**src/rtl/rxpm_pkg.sv**
```systemverilog
package rxpm_pkg;

    // Kind of register addressed by a write.
    typedef enum logic [1:0] {
        WK_PARAM    = 2'b00,
        WK_BASE     = 2'b01,
        WK_LASTFREE = 2'b10,
        WK_NONE     = 2'b11
    } wr_kind_e;

    // States of the pause sequencer.
    typedef enum logic [1:0] {
        PS_OFF  = 2'b00,
        PS_FLOW = 2'b01,
        PS_HOLD = 2'b10
    } pause_state_e;

endpackage

```
**src/rtl/rxpm_wr_decode.sv**
```systemverilog
module rxpm_wr_decode
    import rxpm_pkg::*;
#(
    parameter int NUM_RINGS = 8,
    parameter int IDX_W     = 3
) (
    input  logic                 clk,
    input  logic                 rst_n,
    input  logic                 wr_en,
    input  logic [IDX_W-1:0]     wr_ring,
    input  logic [1:0]           wr_kind,
    input  logic                 lfc_en,
    output logic [NUM_RINGS-1:0] param_we,
    output logic [NUM_RINGS-1:0] base_we,
    output logic [NUM_RINGS-1:0] lastfree_we,
    output logic                 lock_err_o
);

    wr_kind_e kind;
    assign kind = wr_kind_e'(wr_kind);

    // Per-ring write enables; parameter words are locked while enabled.
    always_comb begin
        for (int i = 0; i < NUM_RINGS; i++) begin
            logic hit;
            hit            = wr_en && (wr_ring == IDX_W'(i));
            param_we[i]    = hit && (kind == WK_PARAM) && !lfc_en;
            base_we[i]     = hit && (kind == WK_BASE);
            lastfree_we[i] = hit && (kind == WK_LASTFREE);
        end
    end

    always_ff @(posedge clk) begin
        if (!rst_n) begin
            lock_err_o <= 1'b0;
        end else begin
            lock_err_o <= wr_en && (kind == WK_PARAM) && lfc_en;
        end
    end

endmodule

```
**src/rtl/rxpm_ring_slot.sv**
```systemverilog
module rxpm_ring_slot #(
    parameter int PTR_W      = 28,
    parameter int THR_W      = 8,
    parameter int LEN_W      = 24,
    parameter int DESC_SHIFT = 3
) (
    input  logic             clk,
    input  logic             rst_n,
    input  logic             param_we,
    input  logic             base_we,
    input  logic             lastfree_we,
    input  logic             adv,
    input  logic [THR_W-1:0] thr_in,
    input  logic [LEN_W-1:0] len_in,
    input  logic [PTR_W-1:0] ptr_in,
    output logic             short_o
);

    localparam logic [PTR_W-1:0] DESC_BYTES = PTR_W'(1) << DESC_SHIFT;

    logic [THR_W-1:0] thr_q;
    logic [LEN_W-1:0] len_q;
    logic [PTR_W-1:0] base_q;
    logic [PTR_W-1:0] cons_q;
    logic [PTR_W-1:0] lf_q;

    logic [PTR_W-1:0] ring_bytes;
    logic [PTR_W-1:0] last_desc;
    logic [PTR_W-1:0] span;
    logic [PTR_W-1:0] thr_bytes;

    // Geometry and free space, all in bytes.
    always_comb begin
        ring_bytes = PTR_W'(len_q) << DESC_SHIFT;
        last_desc  = base_q + ring_bytes - DESC_BYTES;
        span       = lf_q - cons_q;
        if (lf_q < cons_q) begin
            span = span + ring_bytes;
        end
        thr_bytes  = PTR_W'(thr_q) << DESC_SHIFT;
        // free/8 < thr  <=>  free_bytes < thr*8
        short_o    = span < thr_bytes;
    end

    always_ff @(posedge clk) begin
        if (!rst_n) begin
            thr_q <= '0;
            len_q <= '0;
        end else if (param_we) begin
            thr_q <= thr_in;
            len_q <= len_in;
        end
    end

    always_ff @(posedge clk) begin
        if (!rst_n) begin
            base_q <= '0;
            cons_q <= '0;
            lf_q   <= '0;
        end else if (base_we) begin
            base_q <= ptr_in;
            cons_q <= ptr_in;
            lf_q   <= ptr_in;
        end else begin
            if (adv) begin
                cons_q <= (cons_q == last_desc) ? base_q : cons_q + DESC_BYTES;
            end
            if (lastfree_we) begin
                lf_q <= ptr_in;
            end
        end
    end

endmodule

```
**src/rtl/rxpm_pause_fsm.sv**
```systemverilog
module rxpm_pause_fsm
    import rxpm_pkg::*;
(
    input  logic clk,
    input  logic rst_n,
    input  logic enable,
    input  logic any_short,
    output logic pause_o
);

    pause_state_e state_q;
    pause_state_e state_d;

    always_ff @(posedge clk) begin
        if (!rst_n) begin
            state_q <= PS_OFF;
        end else begin
            state_q <= state_d;
        end
    end

    always_comb begin
        state_d = state_q;
        unique case (state_q)
            PS_OFF: begin
                if (enable) begin                       // EN_ON
                    state_d = any_short ? PS_HOLD : PS_FLOW;
                end
            end
            PS_FLOW: begin
                if (!enable) begin
                    state_d = PS_OFF;                   // EN_OFF
                end else if (any_short) begin
                    state_d = PS_HOLD;                  // SHORTAGE
                end
            end
            PS_HOLD: begin
                if (!enable) begin
                    state_d = PS_OFF;                   // EN_OFF
                end else if (!any_short) begin
                    state_d = PS_FLOW;                  // RECOVER
                end
            end
            default: state_d = PS_OFF;
        endcase
    end

    always_comb begin
        pause_o = (state_q == PS_HOLD);
    end

endmodule

```
**src/rtl/rxring_pause_mon.sv**
```systemverilog
module rxring_pause_mon #(
    parameter int NUM_RINGS  = 8,
    parameter int PTR_W      = 28,
    parameter int THR_W      = 8,
    parameter int LEN_W      = 24,
    parameter int DESC_SHIFT = 3,
    localparam int IDX_W     = (NUM_RINGS > 1) ? $clog2(NUM_RINGS) : 1,
    localparam int DATA_W    = THR_W + LEN_W
) (
    input  logic                 clk,
    input  logic                 rst_n,
    input  logic                 lfc_en,
    input  logic [NUM_RINGS-1:0] ring_active,
    input  logic                 wr_en,
    input  logic [1:0]           wr_kind,
    input  logic [IDX_W-1:0]     wr_ring,
    input  logic [DATA_W-1:0]    wr_data,
    input  logic [NUM_RINGS-1:0] adv,
    output logic                 pause_req,
    output logic                 param_wr_err
);

    logic [NUM_RINGS-1:0] param_we;
    logic [NUM_RINGS-1:0] base_we;
    logic [NUM_RINGS-1:0] lastfree_we;
    logic [NUM_RINGS-1:0] short_vec;
    logic                 any_short;

    logic [THR_W-1:0] thr_field;
    logic [LEN_W-1:0] len_field;
    logic [PTR_W-1:0] ptr_field;

    // Threshold in the top byte, length below it; pointers use low bits only.
    assign thr_field = wr_data[DATA_W-1 -: THR_W];
    assign len_field = wr_data[LEN_W-1:0];
    assign ptr_field = wr_data[PTR_W-1:0];

    rxpm_wr_decode #(
        .NUM_RINGS (NUM_RINGS),
        .IDX_W     (IDX_W)
    ) u_dec (
        .clk         (clk),
        .rst_n       (rst_n),
        .wr_en       (wr_en),
        .wr_ring     (wr_ring),
        .wr_kind     (wr_kind),
        .lfc_en      (lfc_en),
        .param_we    (param_we),
        .base_we     (base_we),
        .lastfree_we (lastfree_we),
        .lock_err_o  (param_wr_err)
    );

    for (genvar g = 0; g < NUM_RINGS; g++) begin : g_ring
        rxpm_ring_slot #(
            .PTR_W      (PTR_W),
            .THR_W      (THR_W),
            .LEN_W      (LEN_W),
            .DESC_SHIFT (DESC_SHIFT)
        ) u_slot (
            .clk         (clk),
            .rst_n       (rst_n),
            .param_we    (param_we[g]),
            .base_we     (base_we[g]),
            .lastfree_we (lastfree_we[g]),
            .adv         (adv[g]),
            .thr_in      (thr_field),
            .len_in      (len_field),
            .ptr_in      (ptr_field),
            .short_o     (short_vec[g])
        );
    end

    assign any_short = |(short_vec & ring_active);

    rxpm_pause_fsm u_fsm (
        .clk       (clk),
        .rst_n     (rst_n),
        .enable    (lfc_en),
        .any_short (any_short),
        .pause_o   (pause_req)
    );

endmodule

```
**config.mk**
```make
export PLATFORM = sky130hd
export DESIGN_NAME = rxring_pause_mon
export DESIGN_NICKNAME = d
export VERILOG_FILES = /design/src/rtl/rxpm_pkg.sv /design/src/rtl/rxpm_wr_decode.sv /design/src/rtl/rxpm_ring_slot.sv /design/src/rtl/rxpm_pause_fsm.sv /design/src/rtl/rxring_pause_mon.sv
export SDC_FILE = /design/constraint.sdc
export NUM_CORES = 2
export LEC_CHECK = 0
export BUFFER_PORTS_ARGS = -buffer_cell sky130_fd_sc_hd__buf_2
export CAP_MARGIN = 10
export CORE_MARGIN = 2
export CORE_UTILIZATION = 66
export DETAILED_ROUTE_END_ITERATION = 8
export HOLD_SLACK_MARGIN = 0.08
export PLACE_DENSITY_LB_ADDON = 0.25
export SYNTH_ARGS = -nofsm -noshare
export SYNTH_HDL_FRONTEND = slang
export SYNTH_SLANG_ARGS = --single-unit
```
**constraint.sdc**
```tcl
create_clock -name clk -period 6.2 [get_ports clk]
set_input_delay 0.62 -clock clk [delete_from_list [all_inputs] [get_ports clk]]
set_output_delay 0.62 -clock clk [all_outputs]
set_load 0.005 [all_outputs]
```
After elaboration in Yosys (flattened, before gate mapping) --
Cells that the tools add are included.
Storage, ports and cells: flip-flop bits (word level) 931, logic and storage cells 240
Operators by class: add/subtract/negate cells 40, $lt $le $gt $ge 16, equality and inequality tests 22, multiplexer cells 55, bitwise gates (word level) 1, reduce and logical (&&, ||, !) cells 64
Operators with widths (count):
- $mux 28 | 48
- $add 28x27->28 | 16
- $add 28x4->28 const B | 8
- $eq 28x28->1 | 8
- $lt 28x11->1 | 8
- $lt 28x28->1 | 8
- $sub 28x28->28 | 8
- $sub 28x4->28 const B | 8
- $logic_and 1x1->1 | 42
- $reduce_bool 2->1 | 16
- $eq 3x3->1 const B | 4
- $mux 2 | 6
- $and 8x8->8 | 1
- $reduce_or 8->1 | 1
- $eq 3x2->1 const B | 2
- $pmux 2 s3 | 1
- $eq 2x1->1 const B | 2
- $eq 2x2->1 const B | 2
- $logic_not 2->1 | 2
- $eq 3x1->1 const B | 1
- $logic_not 3->1 | 1
- $ne 3x2->1 const B | 1
- $ne 3x3->1 const B | 1
- $reduce_and 3->1 | 1
- other kinds (2) | 2

Longest topological paths before layout --
depth in word-level cells 9, mapped depth 27

Modules after synthesis --
Synthesis repeated with hierarchy kept, for this count alone.
Second synthesis, totals: cells, all modules 11065, area, all modules 83581.4 µm²
By module, submodules not included:
- rxpm_ring_slot (g_ring[0].u_slot ...) | instances 4, cells each 1357, area each 10199.8 µm², sequential area each 2322.2 µm²
- rxpm_ring_slot (g_ring[5].u_slot) | instances 1, cells each 1443, area each 10862.9 µm², sequential area each 2322.2 µm²
- rxpm_ring_slot (g_ring[6].u_slot) | instances 1, cells each 1363, area each 10536.4 µm², sequential area each 2322.2 µm²
- rxpm_ring_slot (g_ring[1].u_slot) | instances 1, cells each 1391, area each 10532.6 µm², sequential area each 2322.2 µm²
- rxpm_ring_slot (g_ring[7].u_slot) | instances 1, cells each 1384, area each 10473.8 µm², sequential area each 2322.2 µm²
- rxpm_wr_decode | instances 1, cells each 44, area each 261.5 µm², sequential area each 20.0 µm²
- rxpm_pause_fsm | instances 1, cells each 7, area each 78.8 µm², sequential area each 40.0 µm²
- rxring_pause_mon | instances 1, cells each 5, area each 36.3 µm², sequential area each 0.0 µm²

Least setup slack after synthesis --
No wires, ideal clock.
path kind flip-flop to flip-flop, from reg g_ring[1].u_slot.cons_q[4], to reg u_fsm.state_q[0], library setup time 0.115 ns, arrival time 5.509 ns, path slack 0.576 ns, stages on the path, launching flop included 27, buffers on the path 0, clock period less this slack 5.624 ns, cell sequence dfxtp_1 > inv_1 > ha_1 > a21o_1 > a21oi_1 > nor2_1 > a311o_1 > a21oi_1 > xnor2_1 > ha_1 > a2111oi_0 > o21ai_0 > nand2_1 > xor2_1 > o21ai_0 > ha_1 > nor2b_1 > o221ai_1 > nand4b_1 > a2111oi_0 > nand4_1 > or4_1 > a2111o_1 > a221o_1 > o311ai_0 > nor3_1 > and2_1
On the way: cells in the longest elaborated chain, start to end 9, elaborated cells between the ends (all ways) 13
RTL lines:
- from (decl) | RTL line rxpm_ring_slot.sv:24 | logic [PTR_W-1:0] cons_q;
- from (signal assigned) | RTL line rxpm_ring_slot.sv:62 | cons_q <= ptr_in;
- from (signal assigned) | RTL line rxpm_ring_slot.sv:66 | cons_q <= (cons_q == last_desc) ? base_q : cons_q + DESC_BYTES;
- $sub 28x28->28 | RTL line rxpm_ring_slot.sv:36 | span = lf_q - cons_q;
- $add 28x27->28 | RTL line rxpm_ring_slot.sv:38 | span = span + ring_bytes;
- $mux 28 (*) | RTL line rxpm_ring_slot.sv:37 | if (lf_q < cons_q) begin
- $lt 28x11->1 (*) | RTL line rxpm_ring_slot.sv:42 | short_o = span < thr_bytes;
- $and 8x8->8 (*) | RTL line rxring_pause_mon.sv:74 | assign any_short = |(short_vec & ring_active);
- $reduce_or 8->1 (*) | RTL line rxring_pause_mon.sv:74
- $mux 2 | RTL line rxpm_pause_fsm.sv:27 | state_d = any_short ? PS_HOLD : PS_FLOW;
- $mux 2 | RTL line rxpm_pause_fsm.sv:26 | if (enable) begin
- $pmux 2 s3 | RTL line rxpm_pause_fsm.sv:24 | unique case (state_q)
- to (signal assigned) | RTL line rxpm_pause_fsm.sv:18 | state_q <= state_d;
- to (decl) | RTL line rxpm_pause_fsm.sv:11 | pause_state_e state_q;
Mark *: on every way between the ends. The rest lies on a longest branch, timed or not. The select of a mux whose other input is x is not followed. A chain may end at the register's enable or synchronous reset.

Worst setup path in the final report --
from reg g_ring[5].u_slot.cons_q[2], to reg u_fsm.state_q[0]
On the way: cells in the longest elaborated chain, start to end 9, elaborated cells between the ends (all ways) 13
RTL lines (RTL line):
- from (decl) | rxpm_ring_slot.sv:24
- from (signal assigned) | rxpm_ring_slot.sv:62
- from (signal assigned) | rxpm_ring_slot.sv:66
- $sub 28x28->28 | rxpm_ring_slot.sv:36
- $add 28x27->28 | rxpm_ring_slot.sv:38
- $mux 28 (*) | rxpm_ring_slot.sv:37
- $lt 28x11->1 (*) | rxpm_ring_slot.sv:42
- $and 8x8->8 (*) | rxring_pause_mon.sv:74
- $reduce_or 8->1 (*) | rxring_pause_mon.sv:74
- $mux 2 | rxpm_pause_fsm.sv:27
- $mux 2 | rxpm_pause_fsm.sv:26
- $pmux 2 s3 | rxpm_pause_fsm.sv:24
Marked as above.

==> results by group <==
Outcome
  • Status: finished with violations
  • Failing checks: DRC

Power
  • Total internal power: around 12 mW
  • Reg power frac: 0.321
  • Pwr/cell area: 215 nW/um2
  • Leakage: between 30 and 40 nW
  • Clock group share of total power: 0.375
  • Peak supply drop: 0.308 mV
  • Total power: around 19 mW
  • P_sw: 6.58 mW
  • Gate power share: 0.305
  • Sw Share: 0.345

Synth
  • Syn avg cell area: around 7 um2
  • Sequential area share after synthesis: 0.225
  • Mapped Area: just over 80,000 um2
  • Ys flop type: dfxtp_1
  • Async SR Flop Fraction: 0
  • Post-synth EDFFs: 0
  • Synthesis Warnings: 0
  • Post-Syn Nets: roughly 13,000
  • Synth cell types: 98
  • Register bit count reported by yosys: 931
  • Cells after synthesis: about 12,000

Clocking
  • Clock buffer depth: 3
  • H-tree levels: 3
  • Post-CTS Hold Buffers: 0
  • CTS sink cnt: 931
  • Root buffer cell: clkbuf_16
  • TritonCTS buffer count: 107
  • # Post-CTS Setup Buffers: 0
  • CTS tree: built
  • Worst-Skew Late Latency: 0.75 ns
  • CTS clk-pin slew, worst paths: 0.06 ns

Critical path
  • Reg2reg end: u_fsm.state_q[0]$_SDFFE_PN0P_
  • Setup crit start kind: flop
  • R2r worst-path depth: 27
  • R2r setup slk: around 0.24 ns
  • Worst EP required: ~7 ns
  • Crit-path slowest cell: or4_1
  • Max FO, Critical Path: 6
  • CP Capture Type: flop
  • Critical path type: flop to flop
  • Top delay family on crit path: simple AND/OR/NAND/NOR gates
  • Reg-to-Reg Start: g_ring[5].u_slot.cons_q[2]$_SDFFE_PN0P_
  • Slowest Stage Delay on Critical Path: 0.56 ns
  • Crit path buffers/inverters: 2
  • Critical Path Start: g_ring[5].u_slot.cons_q[2]$_SDFFE_PN0P_
  • Worst EP arrival: 6.60 ns

STA
  • Final Max Slew Viols: 0
  • Fin. Hold Viols: 0
  • Final setup violation count: 0
  • Final min period: 5.96 ns
  • Fin Setup TNS: 0 ns
  • Peak Freq: about 0.17 GHz
  • Fin worst setup slack: ~0.24 ns
  • Rel. slew slack: 0.0982
  • Slew @ Worst Pin: between 1 and 1.5 ns
  • Final Cycle Share: 0.961
  • Clk_skew: approximately 0.024 ns

Route
  • Per-cell routed wire length: 21.9 um
  • Number of routed nets with antenna violations: 0
  • DR iter-0 viols: roughly 11,000
  • Via count of the routed design: 87,166
  • # DRC: 9
  • Vias per inst: 6.56
  • TritonRoute pass-1 iters: 9
  • Wirelength, routed: 291,000 um

Floorplan
  • Initial Util: 0.663
  • Die height: 359 um
  • Ports: 59
  • Full die area: 129,000 um2
  • Die Wd: 359 um
  • Total core area: ~130,000 um2
  • Site row count: 130

Layout
  • Commonest non-fill, non-tap cell in the layout: nand2_1
  • Most frequent cells in the layout: nand2_1, a21oi_1, inv_1, dfxtp_1, ha_1
  • Layout cells sized above 1: 0.0526
  • Nets@finish: 12,486
  • Synthesis-to-layout area growth: 6.86%

Placed design
  • PortBufs: 58
  • Placer Congestion: slightly above 1
  • DP Wirelength: 209,000 um
  • Pre-CTS WS: 0.153 ns

Flow run
  • Max-cap violations: 0

Global route
  • Grt total ovfl: 0
  • First-pass GRT wire length: 443,000 um
  • Initial antenna violation count: 13
  • Largest net degree at the start of global routing: 177
  • Number of global-route vias before repair: 80,157
  • Total track usage: 0.431

Min path
  • Hold path start: lfc_en
  • Hold Path Sink: u_dec.lock_err_o$_SDFF_PN0_
  • Hold WC Path Type: input port to flop
  • Hold Path Cell Cnt: 3
cell type report:
| class | count | area, um2 |
|---|---|---|
| Antenna cell | 14 | 35.0 |
| Clock buffer | 141 | 3070 |
| Clock inverter | 59 | 835 |
| Fill cell | 10454 | 36600 |
| Inverter | 1220 | 4590 |
| Multi-Input combinational cell | 9056 | 57900 |
| Sequential cell | 931 | 18600 |
| Tap cell | 1650 | 2060 |
| Timing Repair Buffer | 217 | 1590 |
repair_timing:
item	CTS	global route
resized for setup	0	66
endpoints found under the hold margin	0	0
endpoints found under the setup margin	0	2
worst max path at each step:
stage               slack [ns]  cells past startpoint                             to
floorplan                 0.58                     26  u_fsm.state_q[0]$_SDFFE_PN0P_
global placement          0.25                     25  u_fsm.state_q[0]$_SDFFE_PN0P_
detailed placement        0.15                     26  u_fsm.state_q[0]$_SDFFE_PN0P_
CTS                       0.09                     24  u_fsm.state_q[0]$_SDFFE_PN0P_
global route             -0.11                     27  u_fsm.state_q[0]$_SDFFE_PN0P_
finish                    0.24                     27  u_fsm.state_q[0]$_SDFFE_PN0P_
through the flow:
step	util	area, um2	hold slack [ns]	instances
6_report	0.708	88700	0.222	13288
3_5_place_dp	0.674	84400	0.446	13069
5_1_grt	0.708	88700	0.224	13275
4_1_cts	0.705	88300	0.181	13269
2_1_floorplan	-	83000	0.431	11809
3_3_place_gp	0.674	84400	0.437	13069
routing by layer:
| metal | up-vias | track usage | routed length, um |
|---|---|---|---|
| met5 | - | 0 | 77 |
| met2 | 4756 | 0.668 | 127000 |
| met4 | 12 | 0.289 | 20900 |
| li1 | 40790 | - | - |
| met1 | 40517 | 0.536 | 113000 |
| met3 | 1091 | 0.0964 | 31000 |
state kept, by name, summed over array words and instances (netlist names):
signal,cells
g_ring.u_slot.lf_q,224
g_ring.u_slot.len_q,192
u_dec.lock_err_o,1
u_fsm.state_q,2
g_ring.u_slot.cons_q,224
g_ring.u_slot.thr_q,64
g_ring.u_slot.base_q,224
cells in the mapped netlist (122+ instances only):
| master | instances | area, um2 |
|---|---|---|
| ha_1 | 880 | 11000 |
| dfxtp_1 | 931 | 18600 |
| a21oi_1 | 1494 | 7480 |
| xnor2_1 | 363 | 3180 |
| o21ai_0 | 567 | 2840 |
| a31oi_1 | 122 | 763 |
| nor3_1 | 222 | 1110 |
| clkbuf_1 | 551 | 2070 |
| nand3_1 | 294 | 1470 |
| inv_1 | 1217 | 4570 |
| nand4_1 | 156 | 976 |
| a21o_1 | 293 | 2200 |
| nor2_1 | 563 | 2110 |
| nand2_1 | 2076 | 7790 |
| xor2_1 | 241 | 2110 |
power groups by stage:
stage	clock, mW	combinational, mW	sequential [mW]
after floorplan	0	4.09	6.23
after detailed placement	0	5.53	6.25
after global routing	7.35	6.30	6.12
final	7.14	5.81	6.12
after global placement	0	5.43	6.24
after CTS	7.15	5.59	6.12
cells by family (layout without fill, tap and decap cells):
logic type | after synthesis | after routing | share of synthesized area
muxes | 142 | 142 | 0.0178
AOI/OAI and AO/OA | 3501 | 3501 | 0.262
and+or+nand+nor | 3910 | 3910 | 0.212
buffers and inverters | 1822 | 1637 | 0.0831
other | 0 | 14 | 0
xor gates and xnor gates | 607 | 607 | 0.0645
adders and majority gates | 896 | 896 | 0.137
DFF | 931 | 931 | 0.225
tightest hold or removal path, cell delays in order:
cell and delay (ns):
buf_2 0.14, nand2_1 0.08, nor2_1 0.07
No activity file was read; power rests on OpenSTA's default activity.
